===== src/rtl/emcs_pkg.sv =====
package emcs_pkg;
  typedef enum logic [1:0] {
    SZ_LONG = 2'b00,
    SZ_BYTE = 2'b01,
    SZ_WORD = 2'b10,
    SZ_LINE = 2'b11
  } xfer_size_e;

  // Lane mask for a 32-bit port, bit 3 is byte offset 0.
  function automatic logic [3:0] lane_mask(input logic [1:0] sz, input logic [1:0] ofs);
    logic [3:0] m;
    case (xfer_size_e'(sz))
      SZ_BYTE: m = 4'b1000 >> ofs;
      SZ_WORD: m = ofs[1] ? 4'b0011 : 4'b1100;
      default: m = 4'b1111;
    endcase
    return m;
  endfunction
endpackage


===== src/rtl/emcs_win_match.sv =====
module emcs_win_match #(
  parameter int NWIN = 4,
  parameter int AW   = 32,
  parameter int WSW  = 4
) (
  input  logic [AW-1:0]      addr,
  input  logic [NWIN*AW-1:0] base,
  input  logic [NWIN*AW-1:0] mask,
  input  logic [NWIN-1:0]    ext_en,
  input  logic [NWIN-1:0]    auto_ack,
  input  logic [NWIN-1:0]    lane_on,
  input  logic [NWIN*WSW-1:0] waits,
  output logic               hit,
  output logic [NWIN-1:0]    hit_oh,
  output logic               hit_auto,
  output logic               hit_lane_on,
  output logic [WSW-1:0]     hit_waits
);
  logic [NWIN-1:0] match;

  for (genvar i = 0; i < NWIN; i++) begin : g_win
    assign match[i] = ext_en[i] &&
      (((addr ^ base[i*AW +: AW]) & ~mask[i*AW +: AW]) == '0);
  end

  always_comb begin
    hit         = 1'b0;
    hit_oh      = '0;
    hit_auto    = 1'b0;
    hit_lane_on = 1'b0;
    hit_waits   = '0;
    // Walk downward so the lowest-numbered match is written last.
    for (int i = NWIN - 1; i >= 0; i--) begin
      if (match[i]) begin
        hit         = 1'b1;
        hit_oh      = '0;
        hit_oh[i]   = 1'b1;
        hit_auto    = auto_ack[i];
        hit_lane_on = lane_on[i];
        hit_waits   = waits[i*WSW +: WSW];
      end
    end
  end
endmodule


===== src/rtl/emcs_lane_gen.sv =====
module emcs_lane_gen (
  input  logic [1:0] size,
  input  logic [1:0] ofs,
  input  logic       lane_on,
  output logic [3:0] lanes
);
  import emcs_pkg::*;
  always_comb lanes = lane_on ? lane_mask(size, ofs) : 4'b0000;
endmodule


===== src/rtl/emcs_xfer_ctl.sv =====
module emcs_xfer_ctl #(
  parameter int NWIN = 4,
  parameter int WSW  = 4
) (
  input  logic            clk,
  input  logic            rst_n,
  input  logic            start_ts,
  input  logic            start_as,
  input  logic            hit,
  input  logic [NWIN-1:0] hit_oh,
  input  logic            hit_auto,
  input  logic [3:0]      hit_lanes,
  input  logic [WSW-1:0]  hit_waits,
  output logic [NWIN-1:0] cs,
  output logic [3:0]      lanes,
  output logic            ack,
  output logic            err
);
  logic           active_q;
  logic           auto_q;
  logic [WSW-1:0] cnt_q;
  logic           start_ok;
  logic           can_take;

  assign start_ok = start_ts ^ start_as;
  assign ack      = active_q && auto_q && (cnt_q == '0);
  assign can_take = !active_q || ack || !auto_q;

  always_ff @(posedge clk or negedge rst_n) begin
    if (!rst_n) begin
      active_q <= 1'b0;
      auto_q   <= 1'b0;
      cnt_q    <= '0;
      cs       <= '0;
      lanes    <= '0;
      err      <= 1'b0;
    end else begin
      err <= start_ts && start_as;
      if (start_ok && can_take) begin
        active_q <= hit;
        auto_q   <= hit && hit_auto;
        cnt_q    <= hit ? hit_waits : '0;
        cs       <= hit ? hit_oh : '0;
        lanes    <= hit ? hit_lanes : 4'b0000;
      end else if (ack) begin
        active_q <= 1'b0;
        auto_q   <= 1'b0;
        cs       <= '0;
        lanes    <= '0;
      end else if (active_q && cnt_q != '0) begin
        cnt_q <= cnt_q - 1'b1;
      end
    end
  end
endmodule


===== src/rtl/emcs_responder.sv =====
module emcs_responder #(
  parameter int NWIN = 4,
  parameter int AW   = 32,
  parameter int WSW  = 4
) (
  input  logic               clk,
  input  logic               rst_n,
  input  logic [AW-1:0]      bus_addr,
  input  logic [1:0]         bus_size,
  input  logic               xfer_start,
  input  logic               addr_strobe,
  input  logic [NWIN*AW-1:0] cfg_base,
  input  logic [NWIN*AW-1:0] cfg_mask,
  input  logic [NWIN-1:0]    cfg_ext_en,
  input  logic [NWIN-1:0]    cfg_auto_ack,
  input  logic [NWIN-1:0]    cfg_lane_on,
  input  logic [NWIN*WSW-1:0] cfg_waits,
  output logic [NWIN-1:0]    chip_sel,
  output logic [3:0]         lane_en,
  output logic               xfer_ack,
  output logic               proto_err
);
  logic            hit;
  logic [NWIN-1:0] hit_oh;
  logic            hit_auto;
  logic            hit_lane_on;
  logic [WSW-1:0]  hit_waits;
  logic [3:0]      hit_lanes;

  emcs_win_match #(.NWIN(NWIN), .AW(AW), .WSW(WSW)) u_match (
    .addr(bus_addr), .base(cfg_base), .mask(cfg_mask), .ext_en(cfg_ext_en),
    .auto_ack(cfg_auto_ack), .lane_on(cfg_lane_on), .waits(cfg_waits),
    .hit(hit), .hit_oh(hit_oh), .hit_auto(hit_auto),
    .hit_lane_on(hit_lane_on), .hit_waits(hit_waits)
  );

  emcs_lane_gen u_lanes (
    .size(bus_size), .ofs(bus_addr[1:0]), .lane_on(hit_lane_on), .lanes(hit_lanes)
  );

  emcs_xfer_ctl #(.NWIN(NWIN), .WSW(WSW)) u_ctl (
    .clk(clk), .rst_n(rst_n), .start_ts(xfer_start), .start_as(addr_strobe),
    .hit(hit), .hit_oh(hit_oh), .hit_auto(hit_auto), .hit_lanes(hit_lanes),
    .hit_waits(hit_waits), .cs(chip_sel), .lanes(lane_en), .ack(xfer_ack),
    .err(proto_err)
  );
endmodule


===== config.mk =====
export PLATFORM = sky130hd
export DESIGN_NAME = emcs_responder
export DESIGN_NICKNAME = d
export VERILOG_FILES = /design/src/rtl/emcs_pkg.sv /design/src/rtl/emcs_win_match.sv /design/src/rtl/emcs_lane_gen.sv /design/src/rtl/emcs_xfer_ctl.sv /design/src/rtl/emcs_responder.sv
export SDC_FILE = /design/constraint.sdc
export NUM_CORES = 1
export LEC_CHECK = 0
export BUFFER_PORTS_ARGS = -buffer_cell sky130_fd_sc_hd__clkbuf_2
export CAP_MARGIN = 30
export CELL_PAD_IN_SITES_DETAIL_PLACEMENT = 1
export CELL_PAD_IN_SITES_GLOBAL_PLACEMENT = 2
export CORE_MARGIN = 5
export CORE_UTILIZATION = 18
export CTS_BUF_LIST = sky130_fd_sc_hd__clkbuf_8
export DETAILED_ROUTE_END_ITERATION = 8
export GPL_TIMING_DRIVEN = 0
export PLACE_DENSITY_LB_ADDON = 0.1
export SLEW_MARGIN = 20
export SYNTH_ARGS = -nofsm -noshare
export SYNTH_HDL_FRONTEND = slang
export SYNTH_SLANG_ARGS = --single-unit

===== constraint.sdc =====
create_clock -name clk -period 2.58 [get_ports clk]
set_input_delay 0.387 -clock clk [delete_from_list [all_inputs] [get_ports clk]]
set_output_delay 0.387 -clock clk [all_outputs]
set_load 0.01 [all_outputs]

[Word level (Yosys, flattened, before mapping)]
Cells that the tools add are included.
Word-level totals
  register bits after elaboration: 15
  latch bits: 0
  RAM bits: 0
  memory bits (read-only): 0
  input bits: 322
  word-level logic and storage cells: 82
  memories kept: 0
Operators by class
  add/subtract/negate cells: 1
  $mul: 0
  div/mod/pow operators: 0
  $lt $le $gt $ge: 0
  equality and inequality tests: 3
  shift operators: 1
  muxes and demuxes: 35
  bitwise gates (word level): 13
  reductions and logical operators: 23
Operators by type and width (count)
  32-bit AND: 4
  32-bit logical NOT: 4
  32-bit inverter: 4
  32-bit XOR: 4
  4-bit two-way mux: 19
  1-bit two-way mux: 15
  1-bit logical AND: 10
  4-bit one-hot mux with 2 select lines: 1
  4-bit logical NOT: 1
  2-bit nonzero test: 2
  4-bit nonzero test: 1
  4-bit by 2-bit >> shifter with 4-bit output (first input constant): 1
  4-bit by 1-bit subtractor with 4-bit output (second input constant): 1
  2-bit by 1-bit equality test with 1-bit output (second input constant): 1
  2-bit equality test (second input constant): 1
  1-bit logical NOT: 2
  1-bit logical OR: 2
  2-bit inequality test (second input constant): 1
  2-bit AND reduction: 1
  1-bit XOR: 1

[Longest topological paths before layout]
Gate-level depths: netlist (run 1).
  word-level depth: 11
  gate-level depth with buffers: 11
  depth with buffers taken out: 8

[Cells and area by module]
A second synthesis (run 1) with hierarchy kept.
Second synthesis, totals
  cells, all modules: 374
  area, all modules: 3105.5 um^2
Modules (own cells, without submodules)
  emcs_win_match: instances 1, cells an instance 303, area an instance 2329.7 um^2, seq. area each 0.0 um^2
  emcs_xfer_ctl: instances 1, cells an instance 57, area an instance 683.2 um^2, seq. area each 375.4 um^2
  emcs_lane_gen: instances 1, cells an instance 14, area an instance 92.6 um^2, seq. area each 0.0 um^2

[Worst setup path after synthesis (run 1)]
OpenSTA, ideal clock, no wires.
  path kind: input-to-reg
  start point: input port bus_addr[6]
  end point: register u_ctl.auto_q
  library setup time: 0.074 ns
  arrival: 2.371 ns
  data required time: 2.506 ns
  path slack: 0.135 ns
  stages on the path: 9
  buffers on the path: 1
  path through: buf_4 -> xnor2_2 -> o22ai_1 -> or4_4 -> nor3_4 -> nand4_4 -> a41o_1 -> or3_1 -> o21ai_2
Between the ends
  longest elaborated chain between the ends: 10
  elaborated cells between the ends (all ways): 26
  classes of those cells: mux (9); bitwise (8); reduce/logical (9)
RTL lines
  start, declared: line emcs_responder.sv:8  | input logic [AW-1:0] bus_addr,
  32-bit XOR: line emcs_win_match.sv:23  | (((addr ^ base[i*AW +: AW]) & ~mask[i*AW +: AW]) == '0);
  32-bit AND: line emcs_win_match.sv:23
  32-bit logical NOT: line emcs_win_match.sv:23
  1-bit logical AND: line emcs_win_match.sv:22  | assign match[i] = ext_en[i] &&
  1-bit two-way mux (4 in series): line emcs_win_match.sv:34  | if (match[i]) begin
  1-bit logical AND *: line emcs_xfer_ctl.sv:41  | auto_q <= hit && hit_auto;
  1-bit two-way mux *: line emcs_xfer_ctl.sv:39  | if (start_ok && can_take) begin
  end signal, assigned: line emcs_xfer_ctl.sv:41
  end, declared: line emcs_xfer_ctl.sv:20  | logic auto_q;
Every way passes the cells marked *; elsewhere a longest branch is shown, timed or not.
A chain may end at the register's enable or synchronous reset.

[Worst setup path in the final report (run 1)]
  start point: input port bus_addr[9]
  end point: register u_ctl.auto_q
The elaborated chain is that of the path after synthesis.

==> results of run 1 <==
-- registers in the layout, summed over array words and instances (netlist names) --
| signal | flops |
|---|---|
| u_ctl.cs | 4 |
| u_ctl.active_q | 1 |
| u_ctl.err | 1 |
| u_ctl.auto_q | 1 |
| u_ctl.cnt_q | 4 |
| u_ctl.lanes | 4 |
-- Yosys cell counts (all sizes together) (7+ instances only) --
master  count
dfrtp      15
nand2      17
clkbuf     22
nor3        8
nor4       11
nand3      11
o22ai      59
nor2       17
buf        13
o21ai      14
xnor2     128
inv        12
a21oi       7
-- worst max-delay path by stage --
stage | from | to | slack (ns) | cells past startpoint
global route | bus_addr[9] | u_ctl.auto_q$_DFFE_PN0P_ | -0.003 | 9
finish | bus_addr[9] | u_ctl.auto_q$_DFFE_PN0P_ | 0.11 | 9
detailed placement | bus_addr[13] | u_ctl.cnt_q[0]$_DFFE_PN0P_ | -0.56 | 10
global placement | bus_addr[13] | u_ctl.cnt_q[2]$_DFFE_PN0P_ | -0.54 | 11
CTS | bus_addr[7] | u_ctl.cnt_q[0]$_DFFE_PN0P_ | 0.006 | 10
floorplan | bus_addr[6] | u_ctl.auto_q$_DFFE_PN0P_ | 0.14 | 9
-- power by group through the flow --
| stage | clock network (mW) | registers [mW] | logic (mW) |
|---|---|---|---|
| after global placement | 0 | 0.306 | 0.849 |
| after detailed placement | 0 | 0.306 | 0.869 |
| after floorplan | 0 | 0.298 | 0.482 |
| after CTS | 0.204 | 0.302 | 0.887 |
| final | 0.199 | 0.302 | 0.888 |
| after global routing | 0.212 | 0.310 | 0.981 |
-- logic make-up after synthesis --
kind of cell / after synthesis
AND/OR/NAND/NOR: 83
adder cells (fa/ha/maj): 5
buffers and inverters: 48
flip-flops: 15
AO/OA/AOI/OAI: 107
XOR/XNOR: 128
-- stage by stage --
step / std cells / util [%] / hold slack [ns] / power (mW)
CTS: 915 / 29.9 / 0.0657 / 1.39
global route: 924 / 30.7 / 0.0900 / 1.50
global placement: 905 / 29.1 / 0.335 / 1.15
detailed placement: 905 / 29.1 / 0.338 / 1.18
finish: 924 / 30.7 / 0.0599 / 1.39
floorplan: 386 / - / 0.0914 / 0.779
-- routing by layer --
| metal | vias up | routed length, microns | global-route usage [%] |
|---|---|---|---|
| met2 | 194 | 10600 | 36.5 |
| met5 | - | 0 | 0 |
| li1 | 2003 | - | - |
| met1 | 1855 | 7920 | 22.2 |
| met3 | 20 | 1510 | 5.52 |
| met4 | 0 | 426 | 5.51 |
-- layout make-up --
class	count	area, sq um
fillers	2133	11500
inverters	12	45.0
well taps	220	275
plain buffers	36	201
repair buffers	308	1570
multi-input cells	323	2570
flip-flops and latches	15	375
clock inverters	1	5.00
clock buffers	3	41.3
diodes	6	15.0
-- what timing repair did --
item	4_1_cts	5_1_grt
setup endpoints to repair	13	8
resized for setup	13	27
buffers inserted	6	3
pin swaps	2	4
==> run_results.csv, run 1 <==
group,metric,value,unit
outcome,status,"finished, final reports clean",
placed_design,place_area,0.00482,sq mm
worst_hold_path,hold_class,"in2async",
setup_path,arrival,2.66,ns
synth,synth_fa_ha_area_share,2.05,%
synth,synth-simple-area-share,16.6,%
final_layout,final_common_cell,"clkbuf_2",
global_routing,grt_max_degree,16,
power_and_ir_drop,p_clk_share,14.3,%
die,io_pins,332,
setup_path,cp_num_buf_inv,1,
clock_tree,worstSkewPairLatency,0.25,ns
clock_tree,clkTransAtPathRegs,0.07,ns
setup_path,crit_family,"simple AND/OR/NAND/NOR gates",
clock_tree,cts_tree,"yes",
setup_path,critPathMaxStageDelay,0.49,ns
power_and_ir_drop,p_switching,555,uW
synth,netlist_top_cells_area,"xnor2_1 36%, dfrtp_1 12%, o22ai_1 12%",
global_routing,antenna_found_initial,6,
route,drt-initial-drc-count,83,
clock_tree,cts_buffers,3,
synth,synth-warning-count,0,
global_routing,grt_overflow,0,
setup_path,reg2reg_depth,8,
sta,relSlewSlack,54.2,%
sta,min_period_over_period,95.8,%
die,die_w,140,microns
route,drtPass1Iterations,4,
synth,synth_compound_area_share,24.1,%
clock_tree,cts_hold_buf,0,
clock_tree,cts_root_buf,"clkbuf_8",
die,core,0.0166,sq mm
setup_path,cp-start-kind,"primary input",
power_and_ir_drop,swShare,39.9,%
clock_tree,htree_levels,1,
global_routing,grt_pass1_vias,4729,
synth,ys.flop_type,"dfrtp_1",
route,drc_errors,0,
setup_path,rr_endpoint,"u_ctl.cnt_q[2]$_DFFE_PN0P_",
setup_path,cpMaxStageDelayCell,"or4_4",
power_and_ir_drop,p_leak,2.42,nW
setup_path,cp-end-kind,"flop",
setup_path,required,2.76,ns
synth,ys_types,53,
power_and_ir_drop,ir_drop,126,uV
setup_path,reg2reg_slack,0.52,ns
route,num_vias,4072,
sta,slew_viol_final,0,
sta,finClkSkew,0.00205,ns
die,dieHeight,140,microns
sta,setup_violations,0,
final_layout,drive_gt1_share,53.9,%
synth,ys_ff_latch,15,
setup_path,crit_type,"in2reg",
sta,finalWorstSetupSlack,0.107,ns
synth,synth_top_family_by_area,"XOR/XNOR gates",
synth,muxShareOfSynthArea,0,%
power_and_ir_drop,cellPowerDensity,273,mW/mm^2
sta,max_freq,0.404,GHz
setup_path,cp_max_fo,7,
die,initial_utilization,18.4,%
placed_design,numPortBuffers,299,
sta,final.setup.tns,0,ns
power_and_ir_drop,combPwrFrac,63.9,%
final_layout,postLayoutCellArea,0.00510,sq mm
die,rows,47,
setup_path,reg2reg_from,"u_ctl.cnt_q[0]$_DFFE_PN0P_",
placed_design,dp_slack,-0.559,ns
synth,synth_cells,386,
placed_design,dpl.hpwl,19.0,mm
synth,synth_xor_area_share,37.3,%
power_and_ir_drop,intPower,835,uW
synth,syn_nets,713,
sta,hold_viol_final,0,
global_routing,grt_pass1_wl,29.2,mm
final_layout,layout_common_cells,"310 x clkbuf_2, 121 x xnor2_1, 54 x o22ai_1, 17 x nand2_1, 16 x nor2_1",
power_and_ir_drop,pwr-share-seq,21.7,%
route,routedWlPerCell,22.1,microns
final_layout,synthToLayoutAreaGrowth,67.3,%
clock_tree,clk_path_buf_depth,2,
synth,synth-edff-count,0,
synth,async_flop_share,100,%
clock_tree,clock-sinks,15,
synth,postSynthAreaPerCell,7.89,sq um
route,ant_nets,0,
route,wl,20.4,mm
route,viasPerCell,4.41,
sta,tightest_slew,0.683,ns
sta,fin_crit,2.47,ns
synth,yosys.area.top_type,"xnor2_1",
placed_design,place_congestion,0.837,
global_routing,grtUsageTotal,19.8,%
die,die_area,0.0196,sq mm
synth,synth_top_cell_area_share,36.2,%
setup_path,path_cells,"clkbuf_4, xnor2_4, o22ai_2, or4_4, nor3_4, nand4_4, a41o_4, or3_4, o21ai_2",
job,drv_cap,0,
synth,synthesis.area,0.00305,sq mm
synth,seq_area_frac_synth,12.3,%
final_layout,finalNetCount,1026,
Note: power is estimated with default switching activity, not from simulation.
==> inputs of run 2 (changes only) <==
- REMOVE_ABC_BUFFERS: unset -> 1
==> run_results.csv, run 2 (synthesis results as in run 1) <==
group,metric,value,unit
setup_path,arrival,2.68,ns
setup_path,reg2reg_slack,0.57,ns
clock_tree,clock-sinks,15,
final_layout,final_cells,913,
die,io_pins,332,
sta,final.setup.tns,0,ns
worst_hold_path,hold_class,"in2async",
sta,fin_crit,2.50,ns
final_layout,final_common_cell,"clkbuf_2",
sta,relSlewSlack,49.7,%
placed_design,numPortBuffers,331,
route,drc_errors,0,
die,die_w,140,microns
final_layout,drive_gt1_share,53.0,%
setup_path,reg2reg_depth,8,
die,initial_utilization,18.4,%
die,rows,47,
die,core,0.0166,sq mm
clock_tree,clk_path_buf_depth,2,
job,drv_cap,0,
final_layout,finalNetCount,1018,
final_layout,postLayoutCellArea,0.00491,sq mm
clock_tree,clkTransAtPathRegs,0.06,ns
placed_design,place_congestion,0.859,
clock_tree,cts_hold_buf,0,
setup_path,path_cells,"clkbuf_2, xnor2_1, o22ai_1, or4_4, nor3_4, nand4_4, a41o_1, or3_1, o21ai_2",
clock_tree,cts_buffers,3,
sta,finClkSkew,0.00180,ns
sta,setup_violations,0,
global_routing,grtUsageTotal,20.1,%
global_routing,antenna_found_initial,3,
route,viasPerCell,4.40,
sta,tightest_slew,0.748,ns
power_and_ir_drop,ir_drop,120,uV
final_layout,layout_common_cells,"331 x clkbuf_2, 126 x xnor2_1, 57 x o22ai_1, 17 x nand2_1, 16 x nor2_1",
final_layout,reg_top3,"u_ctl.cnt_q x4, u_ctl.cs x4, u_ctl.lanes x4",
placed_design,place_area,0.00479,sq mm
setup_path,critPathMaxStageDelay,0.56,ns
setup_path,cp_max_fo,6,
route,drt-initial-drc-count,91,
final_layout,synthToLayoutAreaGrowth,61.1,%
setup_path,cp-start-kind,"primary input",
setup_path,reg2reg_from,"u_ctl.cnt_q[0]$_DFFE_PN0P_",
global_routing,grt_max_degree,16,
die,dieHeight,140,microns
setup_path,cpMaxStageDelayCell,"or4_4",
setup_path,rr_endpoint,"u_ctl.cnt_q[2]$_DFFE_PN0P_",
clock_tree,htree_levels,1,
power_and_ir_drop,total_power,1.37,mW
sta,min_period_over_period,96.7,%
route,ant_nets,0,
setup_path,crit_type,"in2reg",
global_routing,grt_overflow,0,
route,drtPass1Iterations,4,
sta,hold_viol_final,0,
clock_tree,cts_root_buf,"clkbuf_8",
sta,grt_setup_unrepaired,"true",
clock_tree,worstSkewPairLatency,0.25,ns
setup_path,cp-end-kind,"flop",
sta,max_freq,0.401,GHz
route,num_vias,4021,
route,routedWlPerCell,22.4,microns
outcome,status,"finished, final reports clean",
route,wl,20.4,mm
global_routing,grt_pass1_vias,4726,
setup_path,required,2.76,ns
power_and_ir_drop,cellPowerDensity,278,mW/mm^2
power_and_ir_drop,p_leak,2.37,nW
die,die_area,0.0196,sq mm
setup_path,crit_path_start,"bus_addr[26]",
placed_design,placed_cells,901,
sta,slew_viol_final,0,
placed_design,dpl.hpwl,19.2,mm
global_routing,grt_pass1_wl,29.5,mm
clock_tree,cts_tree,"yes",
## run 2: worst max path at each step
| stage | end | slack [ns] | cells past startpoint |
|---|---|---|---|
| floorplan | u_ctl.auto_q$_DFFE_PN0P_ | 0.22 | 8 |
| global placement | u_ctl.auto_q$_DFFE_PN0P_ | -0.76 | 9 |
| detailed placement | u_ctl.auto_q$_DFFE_PN0P_ | -0.80 | 9 |
| CTS | u_ctl.auto_q$_DFFE_PN0P_ | -0.02 | 9 |
| global route | u_ctl.auto_q$_DFFE_PN0P_ | -0.01 | 9 |
| finish | u_ctl.auto_q$_DFFE_PN0P_ | 0.08 | 9 |
## run 2: metrics by stage
stage          worst slack [ns]  hold WS, ns  utilization [%]
6_report                 0.0840       0.0588             29.6
2_1_floorplan             0.222       0.0914                -
3_5_place_dp             -0.800        0.339             28.9
3_3_place_gp             -0.765        0.335             28.9
4_1_cts                 -0.0193       0.0663             29.4
5_1_grt                 -0.0102       0.0842             29.6
## run 2: repair_timing
item,4_1_cts,5_1_grt
pin swaps,3,0
setup endpoints to repair,11,6
setup buffers,3,1
resized for setup,4,3
## run 2: power breakdown
group	leakage, nW	total, mW	switching [mW]	internal, mW
logic	2.13	0.870	0.419	0.451
clock network	0.0269	0.192	0.0868	0.106
registers	0.204	0.303	0.0355	0.267
## run 2: worst max-delay path: cells and delay by family
kind	cells	cell delay, ns
AO/OA/AOI/OAI	3	0.56
AND/OR/NAND/NOR	4	1.39
XOR/XNOR	1	0.17
buffers and inverters	1	0.17
## run 2: metal layers
| metal | wire (microns) | global-route usage, % |
|---|---|---|
| met1 | 7790 | 22.7 |
| met2 | 10600 | 37.5 |
| met3 | 1700 | 5.93 |
| met4 | 313 | 3.93 |
| met5 | 0 | 0 |
## run 2: area by class of cell
| cell class | count | area [sq um] |
|---|---|---|
| fill | 2159 | 11700 |
| multi-input combinational | 323 | 2470 |
| timing repair buffer | 336 | 1690 |
| sequential | 15 | 375 |
| tap | 220 | 275 |
| inverter | 12 | 45.0 |
| clock buffer | 3 | 41.3 |
| antenna | 3 | 7.51 |
| clock inverter | 1 | 3.75 |
